`config.mk`:
```
export PLATFORM = sky130hd
export DESIGN_NAME = ternary_alu
export DESIGN_NICKNAME = d
export VERILOG_FILES = /design/src/rtl/ternary_alu_pkg.sv /design/src/rtl/tern_sel_decode.sv /design/src/rtl/tern_arith_lanes.sv /design/src/rtl/tern_logic_lanes.sv /design/src/rtl/ternary_alu.sv
export SDC_FILE = /design/constraint.sdc
export NUM_CORES = 1
export LEC_CHECK = 0
export BUFFER_PORTS_ARGS = -buffer_cell sky130_fd_sc_hd__buf_2
export CORE_MARGIN = 2
export CORE_UTILIZATION = 45
export DETAILED_ROUTE_END_ITERATION = 7
export GPL_TIMING_DRIVEN = 0
export PLACE_DENSITY = 0.65
export SYNTH_ARGS = -nofsm -noshare
export SYNTH_HDL_FRONTEND = slang
export SYNTH_SLANG_ARGS = --single-unit
export TNS_END_PERCENT = 30
```
`constraint.sdc`:
```
create_clock -name vclk -period 3.8
set_input_delay 0.19 -clock vclk [all_inputs]
set_output_delay 0.19 -clock vclk [all_outputs]
set_load 0.02 [all_outputs]
```
`src/rtl/ternary_alu_pkg.sv`:
```
package ternary_alu_pkg;

    localparam int TRIT_W    = 2;
    localparam int RADIX     = 3;
    localparam int SEL_TRITS = 2;
    localparam int NUM_LANES = RADIX * RADIX;
    localparam int ARITH_LANES = 3;

    typedef logic [TRIT_W-1:0] trit_t;

    typedef enum logic [3:0] {
        LN_ADD  = 4'd0,
        LN_SUB  = 4'd1,
        LN_MUL  = 4'd2,
        LN_MIN  = 4'd3,
        LN_MAX  = 4'd4,
        LN_NMIN = 4'd5,
        LN_NMAX = 4'd6,
        LN_INV  = 4'd7,
        LN_PASS = 4'd8
    } lane_e;

    // Fold the unused code onto zero.
    function automatic trit_t trit_clean(trit_t x);
        return (x == 2'b11) ? 2'b00 : x;
    endfunction

    // Selection literal: 2 on a match, 0 otherwise.
    function automatic trit_t trit_lit(trit_t x, trit_t v);
        return (x == v) ? 2'd2 : 2'd0;
    endfunction

    function automatic trit_t trit_min(trit_t a, trit_t b);
        return (a < b) ? a : b;
    endfunction

    function automatic trit_t trit_max(trit_t a, trit_t b);
        return (a > b) ? a : b;
    endfunction

    function automatic trit_t trit_inv(trit_t a);
        return 2'd2 - a;
    endfunction

endpackage

```
`src/rtl/tern_sel_decode.sv`:
```
module tern_sel_decode
    import ternary_alu_pkg::*;
#(
    parameter int LANES = NUM_LANES
) (
    input  trit_t            sel_hi,
    input  trit_t            sel_lo,
    output logic [LANES-1:0] lane_en
);
    localparam int COLS = RADIX;

    // Each enable is the min of two selection literals, which is 2 only
    // when both select trits match the lane's digits.
    for (genvar g = 0; g < LANES; g++) begin : g_lane
        localparam trit_t HI_V = trit_t'(g / COLS);
        localparam trit_t LO_V = trit_t'(g % COLS);
        assign lane_en[g] = (trit_min(trit_lit(sel_hi, HI_V),
                                      trit_lit(sel_lo, LO_V)) == 2'd2);
    end

endmodule

```
`src/rtl/tern_arith_lanes.sv`:
```
module tern_arith_lanes
    import ternary_alu_pkg::*;
(
    input  trit_t a,
    input  trit_t b,
    input  trit_t c,
    output trit_t sum,
    output trit_t sum_cy,
    output trit_t diff,
    output trit_t diff_bw,
    output trit_t prod,
    output trit_t prod_cy
);
    logic [2:0]        add_tot;
    logic signed [3:0] sub_raw;
    logic signed [3:0] sub_fix;
    logic [3:0]        mul_raw;

    // Add: total 0..6 split into digit and carry.
    always_comb begin
        add_tot = 3'(a) + 3'(b) + 3'(c);
        unique case (add_tot)
            3'd0, 3'd3, 3'd6: sum = 2'd0;
            3'd1, 3'd4:       sum = 2'd1;
            default:          sum = 2'd2;
        endcase
        if (add_tot >= 3'd6)      sum_cy = 2'd2;
        else if (add_tot >= 3'd3) sum_cy = 2'd1;
        else                      sum_cy = 2'd0;
    end

    // Subtract: raw difference -4..2, borrow of 0, 1 or 2 digits.
    always_comb begin
        sub_raw = $signed({2'b00, a}) - $signed({2'b00, b}) - $signed({2'b00, c});
        if (sub_raw >= 4'sd0) begin
            diff_bw = 2'd0;
            sub_fix = sub_raw;
        end else if (sub_raw >= -4'sd3) begin
            diff_bw = 2'd1;
            sub_fix = sub_raw + 4'sd3;
        end else begin
            diff_bw = 2'd2;
            sub_fix = sub_raw + 4'sd6;
        end
        diff = sub_fix[1:0];
    end

    // Multiply: product 0..4.
    always_comb begin
        mul_raw = 4'(a) * 4'(b);
        unique case (mul_raw)
            4'd1, 4'd4: prod = 2'd1;
            4'd2:       prod = 2'd2;
            default:    prod = 2'd0;
        endcase
        prod_cy = (mul_raw >= 4'd3) ? 2'd1 : 2'd0;
    end

endmodule

```
`src/rtl/tern_logic_lanes.sv`:
```
module tern_logic_lanes
    import ternary_alu_pkg::*;
(
    input  trit_t a,
    input  trit_t b,
    output trit_t lo_min,
    output trit_t lo_max,
    output trit_t lo_nmin,
    output trit_t lo_nmax,
    output trit_t lo_inv,
    output trit_t lo_pass
);
    always_comb begin
        lo_min  = trit_min(a, b);
        lo_max  = trit_max(a, b);
        lo_nmin = trit_inv(lo_min);
        lo_nmax = trit_inv(lo_max);
        lo_inv  = trit_inv(a);
        lo_pass = a;
    end

endmodule

```
`src/rtl/ternary_alu.sv`:
```
module ternary_alu
    import ternary_alu_pkg::*;
(
    input  logic [1:0] opa_i,
    input  logic [1:0] opb_i,
    input  logic [1:0] cin_i,
    input  logic [1:0] sel_hi_i,
    input  logic [1:0] sel_lo_i,
    output logic [1:0] res_o,
    output logic [1:0] cout_o
);
    trit_t opa_c, opb_c, cin_c, sel_hi_c, sel_lo_c;
    logic [NUM_LANES-1:0] lane_en;
    trit_t lane_res [NUM_LANES];
    trit_t lane_cy  [ARITH_LANES];
    trit_t res_mask [NUM_LANES];
    trit_t cy_mask  [ARITH_LANES];

    always_comb begin
        opa_c    = trit_clean(opa_i);
        opb_c    = trit_clean(opb_i);
        cin_c    = trit_clean(cin_i);
        sel_hi_c = trit_clean(sel_hi_i);
        sel_lo_c = trit_clean(sel_lo_i);
    end

    tern_sel_decode #(.LANES(NUM_LANES)) dec_i (
        .sel_hi  (sel_hi_c),
        .sel_lo  (sel_lo_c),
        .lane_en (lane_en)
    );

    tern_arith_lanes arith_i (
        .a       (opa_c),
        .b       (opb_c),
        .c       (cin_c),
        .sum     (lane_res[LN_ADD]),
        .sum_cy  (lane_cy[LN_ADD]),
        .diff    (lane_res[LN_SUB]),
        .diff_bw (lane_cy[LN_SUB]),
        .prod    (lane_res[LN_MUL]),
        .prod_cy (lane_cy[LN_MUL])
    );

    tern_logic_lanes logic_i (
        .a       (opa_c),
        .b       (opb_c),
        .lo_min  (lane_res[LN_MIN]),
        .lo_max  (lane_res[LN_MAX]),
        .lo_nmin (lane_res[LN_NMIN]),
        .lo_nmax (lane_res[LN_NMAX]),
        .lo_inv  (lane_res[LN_INV]),
        .lo_pass (lane_res[LN_PASS])
    );

    // Gate each lane by its enable, then OR the gated lanes together.
    for (genvar g = 0; g < NUM_LANES; g++) begin : g_res_gate
        assign res_mask[g] = lane_res[g] & {TRIT_W{lane_en[g]}};
    end
    for (genvar g = 0; g < ARITH_LANES; g++) begin : g_cy_gate
        assign cy_mask[g] = lane_cy[g] & {TRIT_W{lane_en[g]}};
    end

    always_comb begin
        res_o = '0;
        for (int i = 0; i < NUM_LANES; i++) res_o |= res_mask[i];
        cout_o = '0;
        for (int i = 0; i < ARITH_LANES; i++) cout_o |= cy_mask[i];
    end

endmodule

```
==> results of run 1 <==
==> worst paths after layout <==
check	cells past startpoint	endpoint	slack (ns)	from
max	16	res_o[1]	0.29	opa_i[1]
min	4	res_o[1]	0.88	opb_i[0]
==> report_power, final <==
part | total (mW) | switching [mW] | internal [mW] | leakage [nW]
clock network | 0 | 0 | 0 | 0
logic | 0.178 | 0.104 | 0.0737 | 0.519
registers | 0 | 0 | 0 | 0
==> kinds of logic (layout without fill, tap and decap cells) <==
logic type | Yosys count | in the layout | share of synthesized area [%]
xor gates and xnor gates | 3 | 3 | 2.775
and+or+nand+nor | 49 | 49 | 29.46
buffers and inverters | 24 | 38 | 9.777
adders and majority gates | 20 | 20 | 28.80
muxes | 4 | 4 | 4.227
AOI/OAI and AO/OA | 31 | 31 | 24.97
==> layout make-up <==
| class | count | share of cell area (%) |
|---|---|---|
| Buffer | 2 | 0.7084 |
| Inverter | 22 | 8.028 |
| Tap cell | 27 | 3.188 |
| Timing Repair Buffer | 14 | 6.612 |
| Multi-Input combinational cell | 107 | 81.46 |
==> worst max-delay path: cells and delay by family <==
kind | cells | cell delay (ns)
buffers and inverters | 6 | 0.62
and+or+nand+nor | 2 | 0.32
AOI/OAI and AO/OA | 3 | 0.71
adders and majority gates | 5 | 1.47
==> metal layers <==
| layer | wire length (microns) | share of wire, % | track usage [%] | up-vias |
|---|---|---|---|---|
| met4 | 0 | 0 | 0 | 0 |
| met1 | 1076 | 50 | 27.42 | 450 |
| met2 | 990 | 46 | 31.11 | 22 |
| met5 | 0 | 0 | 0 | - |
| met3 | 66 | 3.1 | 0 | 0 |
| li1 | - | - | - | 500 |
==> metrics by stage <==
| stage | setup slack [ns] | utilization (%) |
|---|---|---|
| floorplan | 0.6407 | - |
| global placement | 0.1163 | 53.03 |
| detailed placement | 0.07595 | 53.03 |
| CTS | 0.06220 | 53.03 |
| global route | 0.06391 | 53.47 |
| finish | 0.2892 | 53.47 |
==> cells in the mapped netlist (all sizes together) <==
master   number  area (sq um)
a211oi        2         15.01
inv          22         85.09
o31ai         1         7.510
and2b         1         10.01
mux2i         4         40.04
nor4b         2         17.52
o22ai         1         6.260
a22oi         1         7.510
nor3b         3         22.52
or2           1         6.260
clkbuf        2         7.510
a211o         2         17.52
nand4         2         12.51
o221a         1         11.26
and2          1         6.260
nor4          1         6.260
o21ai         4         20.02
and3          1         6.260
o2111ai       2         17.52
nand3         4         20.02
o211ai        4         30.03
a21oi         5         36.29
a41o          1         10.01
xnor2         2         17.52
or3           2         12.51
and4b         1         10.01
o21a          1         7.510
nor3          3         15.01
o31a          1         8.760
nand4b        1         8.760
xor2          1         8.760
fa            3         60.06
or3b          1         8.760
a2111o        1         11.26
a31oi         1         6.260
nor2b         3         18.77
a2111oi       1         8.760
nand2b        6         37.54
nor2          7         26.28
a21boi        2         15.02
nand2         9         33.78
ha           17         212.7
==> repair_timing <==
item / CTS / global route
hold buffers: 0 / 0
setup endpoints to repair: 0 / 2
resized for setup: 0 / 3
==> flow_summary.yaml, run 1 <==
sta:
  tightest_slew_ns: 0.4118
  rsz0062_at_grt: "no"
  timing.final.crit_period_ns: 3.511
  hold_ws_ns: 0.8782
  finalHoldViolCount: 0
  slew_headroom_pct: 72.55
  tns_ns: 0
  timing.final.crit_share_pct: 92.39
  setup_viol: 0
  fmaxAchievable_ghz: 0.2848
  slew_viol_final: 0
setup_path:
  path_max_fanout: 7
  crit_path_start_kind: "input pin"
  worstPathCellList: "buf_2, inv_1, ha_1, inv_1, ha_1, ha_1, inv_1, fa_1, inv_1, ha_1, nor2b_2, a2111oi_2, a211o_1, o2111ai_1, nand4_1, buf_2"
  arrival_ns: 3.32
  critPathSlowestCell: "fa_1"
  critical_path_class: "input pin to output pin"
  cp_slowest_stage_delay_ns: 0.50
  cp.required_ns: 3.61
  worstSetupEndpointType: "output pin"
die:
  ios: 14
  fp.dieArea_sq_mm: 0.002488
  initial_core_util_pct: 47.79
  die_x_microns: 49.88
  coreArea_sq_mm: 0.001982
  fp.dieH_microns: 49.88
  rows: 16
grt:
  grt_start_max_net_pins: 11
  grt_pass1_vias: 863
  track_usage_pct: 18.30
  grt_pass1_wl_microns: 3732
  antenna_found_initial: 0
  overflow: 0
layout:
  multiInputGateArea_sq_um: 863.3
  synthToLayoutAreaGrowth_pct: 11.89
  numSequentialCells: 0
  num-fill-cells: 191
  nNetsFinal: 177
  final_common_cell: "inv_1"
  final_area_sq_mm: 0.001060
  regArea_sq_um: 0
  layout_common_cells: "21 x inv_1, 17 x ha_1, 14 x buf_2"
  nClkBuffers: 0
  drive_gt1_share_pct: 14.48
  n_antenna_cell: 0
  post_layout_nonfiller_instances: 172
min_path:
  hp-class: "input pin to output pin"
power_and_ir_drop:
  p_total_uw: 177.7
  leakage_nw: 0.5192
  irDropWorstVdd_v: 0.0001161
  power_density_mw_per_mm2: 167.7
detailed_routing:
  antenna_left: 0
  drt_iter0_markers: 35
  avgViaCountPerCell: 5.651
  vias: 972
  avgRoutedWirePerCell_microns: 12.40
  drtPass1Iterations: 4
  drc: 0
  drt_wl_total_microns: 2133
placed_design:
  hpwl_microns: 1790
  placed_cells: 172
  gp_congestion: 0.8480
  dpl_cell_area_sq_mm: 0.001051
  io_buffers: 14
cts:
  post-cts-setup-buffers: 0
synthesis:
  syn_nets: 161
  postSynthCellCount: 131
  ys_seq_area_share_pct: 0
  syn_area_sq_um: 947.2
  synth_cell_types: 45
  yosysWarnings: 0
  synth_area_per_cell_sq_um: 7.230
status:
  status: "completed"
run:
  maxCapViolations: 0
Note: power is estimated with default switching activity, not from simulation.
==> inputs of run 2 (changes only) <==
--- a/config.mk
+++ b/config.mk
@@ -10,7 +10,7 @@
 export CORE_UTILIZATION = 45
 export DETAILED_ROUTE_END_ITERATION = 7
 export GPL_TIMING_DRIVEN = 0
-export PLACE_DENSITY = 0.65
+export PLACE_DENSITY_LB_ADDON = 0.25
 export SYNTH_ARGS = -nofsm -noshare
 export SYNTH_HDL_FRONTEND = slang
 export SYNTH_SLANG_ARGS = --single-unit
==> flow_summary.yaml, run 2 (synthesis gave the netlist of run 1 again) <==
setup_path:
  worstSetupEndpointType: "output pin"
  worstPathCellList: "buf_2, inv_1, ha_1, inv_1, ha_1, ha_1, inv_1, fa_1, inv_1, ha_1, nor2b_4, a2111oi_2, a211o_1, o2111ai_1, nand4_1, buf_2"
  critical_path_class: "input pin to output pin"
  arrival_ns: 3.30
  path_buf_inv: 6
  cp.required_ns: 3.61
  cp_slowest_stage_delay_ns: 0.50
  critPathSlowestCell: "fa_1"
  crit_path_start_kind: "input pin"
  crit_family: "adder cells"
  path_max_fanout: 7
grt:
  track_usage_pct: 17.68
  overflow: 0
  grt_pass1_wl_microns: 3657
  antenna_found_initial: 0
  grt_start_max_net_pins: 11
  grt_pass1_vias: 842
detailed_routing:
  avgRoutedWirePerCell_microns: 12.73
  drtPass1Iterations: 4
  drt_wl_total_microns: 2189
  drc: 0
  avgViaCountPerCell: 5.785
  drt_iter0_markers: 30
  antenna_left: 0
  vias: 995
sta:
  fmaxAchievable_ghz: 0.2863
  hold_ws_ns: 0.8956
  slew_viol_final: 0
  setup_ws_ns: 0.3071
  tightest_slew_ns: 0.3995
  finalHoldViolCount: 0
  tns_ns: 0
  rsz0062_at_grt: "no"
  timing.final.crit_period_ns: 3.493
  slew_headroom_pct: 73.27
  setup_viol: 0
  timing.final.crit_share_pct: 91.92
layout:
  n_antenna_cell: 0
  drive_gt1_share_pct: 14.48
  nNetsFinal: 177
  final_area_sq_mm: 0.001065
  nClkBuffers: 0
  numSequentialCells: 0
  layout_common_cells: "21 x inv_1, 17 x ha_1, 14 x buf_2"
  final_common_cell: "inv_1"
  synthToLayoutAreaGrowth_pct: 12.42
  num-fill-cells: 193
  multiInputGateArea_sq_um: 868.3
  regArea_sq_um: 0
status:
  status: "completed"
die:
  die_x_microns: 49.88
  fp.dieH_microns: 49.88
  ios: 14
  coreArea_sq_mm: 0.001982
  rows: 16
  initial_core_util_pct: 47.79
  fp.dieArea_sq_mm: 0.002488
min_path:
  hp-class: "input pin to output pin"
  worstHoldEndpoint: "res_o[1]"
  worstHoldStart: "opb_i[0]"
  holdPathStages: 4
power_and_ir_drop:
  irDropWorstVdd_v: 0.00008974
  leakage_nw: 0.5219
  power_density_mw_per_mm2: 171.5
  p_total_uw: 182.7
cts:
  post-cts-setup-buffers: 0
placed_design:
  io_buffers: 14
  pre_cts_ws_ns: 0.06856
  dpl_cell_area_sq_mm: 0.001051
  hpwl_microns: 1838
  gp_congestion: 0.9231
run:
  maxCapViolations: 0
run 2: cell counts in the layout (fill, tap and decap cells not counted):
No cell type changed its count.
run 2: per-layer routing:
metal | vias up | part of all wire (%) | global-route usage (%)
li1 | 502 | - | -
met1 | 462 | 48 | 24.73
met2 | 31 | 48 | 31.78
met3 | 0 | 3.9 | 0
met4 | 0 | 0 | 0.9259
met5 | - | 0 | 0
run 2: how the worst max path moves through the flow:
| stage | from | end | slack, ns | cells after the start |
|---|---|---|---|---|
| 3_3_place_gp | opa_i[1] | res_o[1] | 0.13 | 16 |
| 6_report | opa_i[1] | res_o[1] | 0.31 | 16 |
| 3_5_place_dp | opa_i[1] | res_o[1] | 0.07 | 16 |
| 4_1_cts | opa_i[1] | res_o[1] | 0.05 | 16 |
| 2_1_floorplan | opa_i[1] | cout_o[1] | 0.64 | 14 |
| 5_1_grt | opa_i[1] | res_o[1] | 0.04 | 16 |
run 2: where the power goes:
part | total (mW) | switching [mW] | internal (mW)
sequential | 0 | 0 | 0
combinational | 0.183 | 0.106 | 0.0763
clock | 0 | 0 | 0
run 2: through the flow:
stage,std cells,utilization [%]
floorplan,131,-
global route,172,53.72
global placement,172,53.03
detailed placement,172,53.03
CTS,172,53.03
finish,172,53.72
run 2: area by class of cell:
cell class | count | area share, %
well taps | 27 | 3.173
plain buffers | 2 | 0.7051
multi-input cells | 107 | 81.55
inverters | 22 | 7.991
repair buffers | 14 | 6.581
run 2: repair_timing:
action | in CTS | in global routing
endpoints found under the setup margin | 0 | 2
gates resized for setup | 0 | 4
hold buffers | 0 | 0
run 2: tightest hold or removal path, stage by stage:
cell	delay, ns
buf_2	0.13
or3_1	0.12
nand4_1	0.09
buf_2	0.17
==> inputs of run 3 (changes only) <==
--- a/config.mk
+++ b/config.mk
@@ -5,11 +5,11 @@
 export SDC_FILE = /design/constraint.sdc
 export NUM_CORES = 1
 export LEC_CHECK = 0
+export ABC_AREA = 1
 export BUFFER_PORTS_ARGS = -buffer_cell sky130_fd_sc_hd__buf_2
 export CORE_MARGIN = 2
 export CORE_UTILIZATION = 45
 export DETAILED_ROUTE_END_ITERATION = 7
-export GPL_TIMING_DRIVEN = 0
 export PLACE_DENSITY_LB_ADDON = 0.25
 export SYNTH_ARGS = -nofsm -noshare
 export SYNTH_HDL_FRONTEND = slang
==> flow_summary.yaml, run 3 <==
synthesis:
  yosysWarnings: 0
  syn_area_sq_um: 892.1
  synth_cell_types: 20
  ys_seq_area_share_pct: 0
  synth.most_common_cell: "inv_1"
  synth.top_cell.area_share_pct: 23.84
  synth_area_per_cell_sq_um: 5.987
  yosys-top-cells-count: "36 x inv_1, 33 x nand2_1, 20 x nand3_1"
  postSynthCellCount: 149
  yosysTopAreaCell: "ha_1"
  synthTopCellsByArea: "ha_1 24%, inv_1 15%, nand2_1 14%, nand3_1 11%, fa_1 6.7%"
  syn_nets: 179
layout:
  final_area_sq_um: 996.0
  layout_common_cells: "36 x inv_1, 33 x nand2_1, 20 x nand3_1"
  numSequentialCells: 0
  final_common_cell: "inv_1"
  synthToLayoutAreaGrowth_pct: 11.64
  regArea_sq_um: 0
  num-fill-cells: 224
  n_antenna_cell: 0
  nNetsFinal: 195
  fin_util_pct: 51.82
  nClkBuffers: 0
  drive_gt1_share_pct: 17.79
grt:
  grt_pass1_vias: 936
  grt_start_max_net_pins: 8
  grt_pass1_wl_microns: 3691
  antenna_found_initial: 0
  track_usage_pct: 18.74
  overflow: 0
setup_path:
  critical_path_class: "input pin to output pin"
  cp.required_ns: 3.61
  critPathSlowestCell: "fa_1"
  path_max_fanout: 5
  path_buf_inv: 5
  arrival_ns: 2.74
  worstSetupEndpointType: "output pin"
  crit_family: "adder cells"
  crit_path_start_kind: "input pin"
  worstPathCellList: "buf_2, inv_1, ha_1, inv_1, nand3_1, and2_1, ha_1, fa_1, inv_1, ha_1, nand2_1, nand3_1, nand3_1, nand3_2, nand3_2, buf_2"
  cp_slowest_stage_delay_ns: 0.57
min_path:
  hp-class: "input pin to output pin"
  worstHoldStart: "sel_hi_i[1]"
  holdPathStages: 5
  worstHoldEndpoint: "cout_o[1]"
power_and_ir_drop:
  irDropWorstVdd_v: 0.00006278
  p_total_uw: 154.1
  power_density_mw_per_mm2: 154.7
  leakage_nw: 0.6347
sta:
  slew_headroom_pct: 78.41
  rsz0062_at_grt: "no"
  setup_viol: 0
  slew_viol_final: 0
  setup_ws_ns: 0.8673
  fmaxAchievable_ghz: 0.3410
  finalHoldViolCount: 0
  timing.final.crit_period_ns: 2.933
  tns_ns: 0
  tightest_slew_ns: 0.3225
  timing.final.crit_share_pct: 77.18
die:
  rows: 16
  initial_core_util_pct: 46.42
  fp.dieH_microns: 48.53
  fp.dieArea_sq_mm: 0.002355
  die_x_microns: 48.53
  coreArea_sq_mm: 0.001922
  ios: 14
detailed_routing:
  avgRoutedWirePerCell_microns: 10.77
  drt_wl_total_microns: 2047
  drc: 0
  drtPass1Iterations: 4
  avgViaCountPerCell: 5.047
  drt_iter0_markers: 25
  antenna_left: 0
  vias: 959
placed_design:
  pre_cts_ws_ns: 0.8452
  gp_congestion: 0.8376
  io_buffers: 14
  hpwl_microns: 1832
  dpl_cell_area_sq_um: 996.0
run:
  maxCapViolations: 0
cts:
  post-cts-setup-buffers: 0
  cts-resized-gates: 0
  holdBufCountCts: 0
status:
  status: "completed"
run 3: cell count changes in the layout (fill, tap and decap cells not counted), moves of 6 or more:
cell / previous run / this run
nand2b_1: 6 / 0
nand2_1: 9 / 33
inv_1: 21 / 36
nand3_1: 4 / 20
run 3: cell families after synthesis:
family	after synthesis	share of synthesized area [%]
buffers and inverters	40	16.83
AO/OA/AOI/OAI	12	8.975
AND/OR/NAND/NOR	77	43.62
adder cells (fa/ha/maj)	20	30.57
run 3: area by class of cell:
type	count	area, sq um	area share, %
repair buffers	14	70.07	7.035
multi-input cells	109	742.0	74.50
well taps	27	33.78	3.392
inverters	40	150.1	15.08
run 3: per-stage QoR:
| stage | hold slack (ns) | cells |
|---|---|---|
| 6_report | 1.021 | 190 |
| 3_3_place_gp | 0.9941 | 190 |
| 4_1_cts | 1.018 | 190 |
| 5_1_grt | 1.083 | 190 |
| 3_5_place_dp | 1.011 | 190 |
| 2_1_floorplan | 0.7609 | 149 |
run 3: worst max path at each step:
stage,startpoint,end,slack (ns),cells after the start
finish,opa_i[0],res_o[1],0.87,16
global route,opa_i[0],res_o[1],0.68,17
CTS,opa_i[0],res_o[1],0.85,16
global placement,opa_i[0],res_o[1],0.94,17
detailed placement,opa_i[0],res_o[1],0.85,17
floorplan,opa_i[0],res_o[1],1.24,15
run 3: layer usage:
metal	track usage, %	up-vias	wire [microns]
met4	0	0	0
met5	0	-	0
met2	41.20	21	1110
li1	-	500	-
met1	20.79	438	873
met3	0	0	63
run 3: where the power goes:
part           internal (mW)  switching, mW  total (mW)
sequential                 0              0           0
clock                      0              0           0
combinational         0.0560         0.0981       0.154
total                 0.0560         0.0981       0.154
